## config.mk

```make
export PLATFORM = sky130hd
export DESIGN_NAME = pmc_positioner_mode
export DESIGN_NICKNAME = d
export VERILOG_FILES = /design/src/rtl/pmc_pkg.sv /design/src/rtl/pmc_sync.sv /design/src/rtl/pmc_event_dp.sv /design/src/rtl/pmc_mode_ctrl.sv /design/src/rtl/pmc_positioner_mode.sv
export SDC_FILE = /design/constraint.sdc
export NUM_CORES = 1
export LEC_CHECK = 0
export ABC_CLOCK_PERIOD_IN_PS = 1050
export BUFFER_PORTS_ARGS = -buffer_cell sky130_fd_sc_hd__buf_2
export CAP_MARGIN = 5
export CORE_AREA = 8 8 45 47
export DETAILED_ROUTE_END_ITERATION = 10
export DIE_AREA = 0 0 53 55
export PLACE_DENSITY_LB_ADDON = 0.25
export SLEW_MARGIN = 10
export SYNTH_ARGS = -nofsm -noshare
export SYNTH_HDL_FRONTEND = slang
export SYNTH_SLANG_ARGS = --single-unit
```

## constraint.sdc

```tcl
create_clock -name clk -period 1.05 [get_ports clk]
set_input_delay 0.0525 -clock clk [delete_from_list [all_inputs] [get_ports clk]]
set_output_delay 0.0525 -clock clk [all_outputs]
set_load 0.05 [all_outputs]
```

## src/rtl/pmc_pkg.sv

```systemverilog
package pmc_pkg;

  // Single-cycle strobes handed from the event datapath to the mode control
  typedef struct packed {
    logic loadRise;
    logic loadFall;
    logic restoreCmd;
    logic indexFall;
    logic indexChange;
    logic indexHigh;
    logic quadFall;
  } pmcEvents_t;

  localparam int ASYNC_LINES = 4;
  localparam int LINE_INDEX  = 0;
  localparam int LINE_QUAD   = 1;
  localparam int LINE_STROBE = 2;
  localparam int LINE_RINIT  = 3;

endpackage

```

## src/rtl/pmc_sync.sv

```systemverilog
module pmc_sync #(
  parameter int STAGES = 2,
  parameter int WIDTH  = 4
) (
  input  logic             clk,
  input  logic             rstN,
  input  logic [WIDTH-1:0] din,
  output logic [WIDTH-1:0] dout
);

  logic [WIDTH-1:0] chain [STAGES];

  for (genvar s = 0; s < STAGES; s++) begin : g_stage
    if (s == 0) begin : g_first
      always_ff @(posedge clk or negedge rstN) begin
        if (!rstN) chain[s] <= '0;
        else       chain[s] <= din;
      end
    end else begin : g_next
      always_ff @(posedge clk or negedge rstN) begin
        if (!rstN) chain[s] <= '0;
        else       chain[s] <= chain[s-1];
      end
    end
  end

  assign dout = chain[STAGES-1];

endmodule

```

## src/rtl/pmc_event_dp.sv

```systemverilog
module pmc_event_dp
  import pmc_pkg::*;
#(
  parameter int SYNC_STAGES = 2
) (
  input  logic       clk,
  input  logic       rstN,
  input  logic       loadHeads,
  input  logic       xdcrIndex,
  input  logic       quadClk,
  input  logic       cylStrobe,
  input  logic       restoreInit,
  output pmcEvents_t ev
);

  logic [ASYNC_LINES-1:0] rawLines;
  logic [ASYNC_LINES-1:0] syncLines;
  logic                   indexPrev;
  logic                   quadPrev;
  logic                   strobePrev;
  logic                   loadPrev;

  always_comb begin
    rawLines              = '0;
    rawLines[LINE_INDEX]  = xdcrIndex;
    rawLines[LINE_QUAD]   = quadClk;
    rawLines[LINE_STROBE] = cylStrobe;
    rawLines[LINE_RINIT]  = restoreInit;
  end

  pmc_sync #(
    .STAGES(SYNC_STAGES),
    .WIDTH (ASYNC_LINES)
  ) uSync (
    .clk (clk),
    .rstN(rstN),
    .din (rawLines),
    .dout(syncLines)
  );

  always_ff @(posedge clk or negedge rstN) begin
    if (!rstN) begin
      indexPrev  <= 1'b0;
      quadPrev   <= 1'b0;
      strobePrev <= 1'b0;
      loadPrev   <= 1'b0;
    end else begin
      indexPrev  <= syncLines[LINE_INDEX];
      quadPrev   <= syncLines[LINE_QUAD];
      strobePrev <= syncLines[LINE_STROBE];
      loadPrev   <= loadHeads;
    end
  end

  always_comb begin
    ev.loadRise    = loadHeads & ~loadPrev;
    ev.loadFall    = ~loadHeads & loadPrev;
    ev.restoreCmd  = syncLines[LINE_STROBE] & ~strobePrev & syncLines[LINE_RINIT];
    ev.indexFall   = ~syncLines[LINE_INDEX] & indexPrev;
    ev.indexChange = syncLines[LINE_INDEX] ^ indexPrev;
    ev.indexHigh   = syncLines[LINE_INDEX];
    ev.quadFall    = ~syncLines[LINE_QUAD] & quadPrev;
  end

endmodule

```

## src/rtl/pmc_mode_ctrl.sv

```systemverilog
module pmc_mode_ctrl
  import pmc_pkg::*;
(
  input  logic       clk,
  input  logic       rstN,
  input  pmcEvents_t ev,
  input  logic       headsRetracted,
  output logic       fwdSlow,
  output logic       revSlow,
  output logic       restoreActive
);

  logic clrArmed;
  logic fwdSet;
  logic fwdClr;
  logic fwdNext;
  logic revNext;
  logic restNext;
  logic armNext;

  always_comb begin
    fwdSet = (ev.loadRise & headsRetracted) | (restoreActive & ev.indexFall);
    fwdClr = fwdSlow & clrArmed & ev.quadFall & ev.indexHigh
             & (headsRetracted | restoreActive);

    // forward: set beats clear
    if (fwdSet)      fwdNext = 1'b1;
    else if (fwdClr) fwdNext = 1'b0;
    else             fwdNext = fwdSlow;

    // reverse: cleared by a forward set, ahead of its own set
    if (fwdSet)                          revNext = 1'b0;
    else if (ev.restoreCmd | ev.loadFall) revNext = 1'b1;
    else                                 revNext = revSlow;

    // restore ends with the forward clear
    if (ev.restoreCmd)           restNext = 1'b1;
    else if (fwdClr && !fwdSet)  restNext = 1'b0;
    else                         restNext = restoreActive;

    // clear is armed by an index change seen while forward is up
    if (fwdSet || fwdClr)                armNext = 1'b0;
    else if (fwdSlow && ev.indexChange)  armNext = 1'b1;
    else                                 armNext = clrArmed;
  end

  always_ff @(posedge clk or negedge rstN) begin
    if (!rstN) begin
      fwdSlow       <= 1'b0;
      revSlow       <= 1'b0;
      restoreActive <= 1'b0;
      clrArmed      <= 1'b0;
    end else begin
      fwdSlow       <= fwdNext;
      revSlow       <= revNext;
      restoreActive <= restNext;
      clrArmed      <= armNext;
    end
  end

endmodule

```

## src/rtl/pmc_positioner_mode.sv

```systemverilog
module pmc_positioner_mode
  import pmc_pkg::*;
#(
  parameter int SYNC_STAGES = 2
) (
  input  logic clk,
  input  logic rstN,
  input  logic loadHeads,
  input  logic headsRetracted,
  input  logic xdcrIndex,
  input  logic quadClk,
  input  logic cylStrobe,
  input  logic restoreInit,
  output logic fwdSlow,
  output logic revSlow,
  output logic restoreActive,
  output logic demandClrN
);

  pmcEvents_t ev;

  pmc_event_dp #(
    .SYNC_STAGES(SYNC_STAGES)
  ) uEventDp (
    .clk        (clk),
    .rstN       (rstN),
    .loadHeads  (loadHeads),
    .xdcrIndex  (xdcrIndex),
    .quadClk    (quadClk),
    .cylStrobe  (cylStrobe),
    .restoreInit(restoreInit),
    .ev         (ev)
  );

  pmc_mode_ctrl uModeCtrl (
    .clk           (clk),
    .rstN          (rstN),
    .ev            (ev),
    .headsRetracted(headsRetracted),
    .fwdSlow       (fwdSlow),
    .revSlow       (revSlow),
    .restoreActive (restoreActive)
  );

  assign demandClrN = ~(fwdSlow | revSlow);

endmodule

```

==> flow_summary_export.csv <==
group,metric,value,unit
yosys,syn_avg_cell_area,14.07,µm²
grt,grt_use_total,6.830,%
clock_network,h-tree-depth,1,
yosys,netlist_instances,37,
routing,via_per_inst,4.592,
setup_path,criticalPathCategory,"flop to output pin",
routing,ant_nets,0,
clock_network,path_clk_slew,0.09,ns
routing,wl_per_cell,11.50,µm
floorplanning,core,1384,µm²
routing,drt_iter0_drc,2,
routing,drtPass1Iterations,2,
grt,grt_max_degree,17,
placement,io_buffers,11,
grt,grt_pass1_vias,364,
routing,drt_drc_violations_left,0,
timing,hold_viol_final,0,
yosys,yosys.area.top_type,"dfrtp_1",
yosys,yosys_warnings,0,
power_and_ir_drop,intPower,0.9592,mW
timing,tns,0,ns
setup_path,path_max_fanout,3,
floorplanning,die_y,55,µm
timing,worst_pin_slew,0.3465,ns
power_and_ir_drop,p_switching,0.3293,mW
yosys,synth.distinct_cells,13,
placement,gp_congestion,0.6867,
clock_network,worstSkewPairLatency,0.28,ns
yosys,syn_nets,46,
grt,grt_antenna_before_repair,0,
power_and_ir_drop,p_clk_share,30.4,%
yosys,synthTopCellsByArea,"dfrtp_1, inv_1, a21oi_1, nand3b_1, ha_1",
grt,overflow,0,
power_and_ir_drop,p_seq_share,53.8,%
hold_path,hp-class,"input port to flop",
power_and_ir_drop,vdd_drop_max,0.0009253,V
grt,grt_pass1_wl,1.386,mm
setup_path,required,1.00,ns
power_and_ir_drop,power_frac_comb,15.9,%
power_and_ir_drop,power.total,1.288,mW
layout,mostFrequentLayoutCells,"dfrtp_1, buf_2, dlygate4sd3_1",
layout,diodes,0,
floorplanning,rows,14,
yosys,synth_area,520.5,µm²
timing,report.final.slew_viol_count,0,
clock_network,cts_root_buf,"clkbuf_4",
routing,via_count,349,
power_and_ir_drop,p_per_area,1694,nW/µm²
job,drv_cap,0,
outcome,status,"finished clean",
timing,period_share,98.42,%
timing,rsz0062_at_grt,"yes",
layout,layout_commonest_cell,"dfrtp_1",
floorplanning,die_x,53,µm
power_and_ir_drop,p_leak,0.3551,nW
layout,drive_gt1_share,46.67,%
layout,fin_nets,70,
clock_network,cts_tree,"built",
floorplanning,start_util,37.61,%
yosys,seq_area_frac_synth,76.92,%
setup_path,endpoint_kind,"output pin",
clock_network,clock_sinks,16,
timing,relSlewSlack,76.90,%
routing,wl,874,µm
clock_network,clock_path_buffers,2,
setup_path,arrival,0.98,ns
layout,syn2layout_area_growth,46.15,%
timing,setup_viol,0,
placement,dp_hpwl,619.2,µm
setup_path,critical_path.startpoint_type,"flop",
floorplanning,io_pins,12,
floorplanning,dieArea,2915,µm²
power_and_ir_drop,p_sw_share,25.56,%
timing,fin_worst_skew,0.004418,ns
clock_network,numCtsBuffers,3,
yosys,synth_seq_cells,16,
timing,fmax,967.6,MHz
yosys,yosys.area.top_type_share,76.92,%
timing,fin_crit,1.033,ns
## per-layer routing
metal  global-route usage (%)  part of all wire [%]
met3                    3.209                   7.4
met5                        0                     0
met1                    6.836                    48
met4                    5.172                   1.5
met2                    10.94                    43
## worst paths after layout
path	start	to	slack, ns	depth (start not counted)
setup / recovery	uModeCtrl.fwdSlow	demandClrN	0.02	2
hold / removal	headsRetracted	uModeCtrl.restoreActive	0.16	3
setup reg to reg	uModeCtrl.fwdSlow	uModeCtrl.clrArmed	0.03	4
hold reg to reg	uEventDp.uSync.chain[7]	uEventDp.uSync.dout[3]	0.35	0
max in group asynchronous	rstN	uModeCtrl.fwdSlow	0.58	2
min in group asynchronous	rstN	uEventDp.uSync.chain[5]	0.19	2
## sequential cells by signal, summed over array words and instances (netlist names)
name	cells
uEventDp.uSync.dout	4
uEventDp.indexPrev	1
uEventDp.strobePrev	1
uEventDp.quadPrev	1
uModeCtrl.fwdSlow	1
uEventDp.loadPrev	1
uModeCtrl.restoreActive	1
uModeCtrl.clrArmed	1
uModeCtrl.revSlow	1
uEventDp.uSync.chain	4
## logic make-up after synthesis
family	after synthesis	synth area share, %
adders and majority gates	1	2.403
AOI/OAI and AO/OA	7	8.653
DFF	16	76.92
and+or+nand+nor	8	8.413
buffers and inverters	5	3.606
## stage by stage
step / worst slack (ns) / instance area (µm²) / util, % / std cells / hold slack (ns)
finish: 0.01656 / 760.7 / 54.97 / 76 / 0.1552
global route: -0.03597 / 760.7 / 54.97 / 76 / 0.1632
global placement: 0.04925 / 613.1 / 44.30 / 65 / -0.02219
CTS: -0.003949 / 725.7 / 52.44 / 76 / 0.1266
floorplan: -0.008541 / 530.5 / - / 37 / -0.2431
detailed placement: 0.02389 / 613.1 / 44.30 / 65 / -0.01829
## layout make-up
class | instances | area [µm²]
Multi-Input combinational cell | 16 | 136.4
Fill cell | 113 | 623.1
Timing Repair Buffer | 19 | 145.1
Tap cell | 16 | 20.02
Inverter | 5 | 18.77
Sequential cell | 16 | 404.1
Clock buffer | 4 | 36.28
## critical path, cell delays in order (launching register included)
cell	delay [ns]
dfrtp_2	0.44
nor2_4	0.12
buf_8	0.15
## power by group through the flow
stage	Combinational, mW	Clock [mW]	Sequential (mW)
floorplan	0.0535	0	0.744
global placement	0.151	0	0.703
detailed placement	0.154	0	0.705
CTS	0.186	0.413	0.691
global route	0.221	0.444	0.700
finish	0.204	0.391	0.693
## cell usage after synthesis
cell type / number
dfrtp_1: 16
inv_1: 5
a21oi_1: 3
nand2_1: 2
nand3b_1: 2
nor2_1: 2
ha_1: 1
nand4b_1: 1
nor3_1: 1
o2111ai_1: 1
o21ai_1: 1
o21ai_2: 1
o21bai_1: 1
## timing repair
| action | 4_1_cts | 5_1_grt |
|---|---|---|
| endpoints found under the hold margin | 21 | 0 |
| pin swaps | 0 | 5 |
| gates resized for setup | 3 | 9 |
| setup buffers | 1 | 0 |
| endpoints found under the setup margin | 3 | 7 |
| hold buffers | 6 | 0 |
Note: power is estimated with default switching activity, not from simulation.
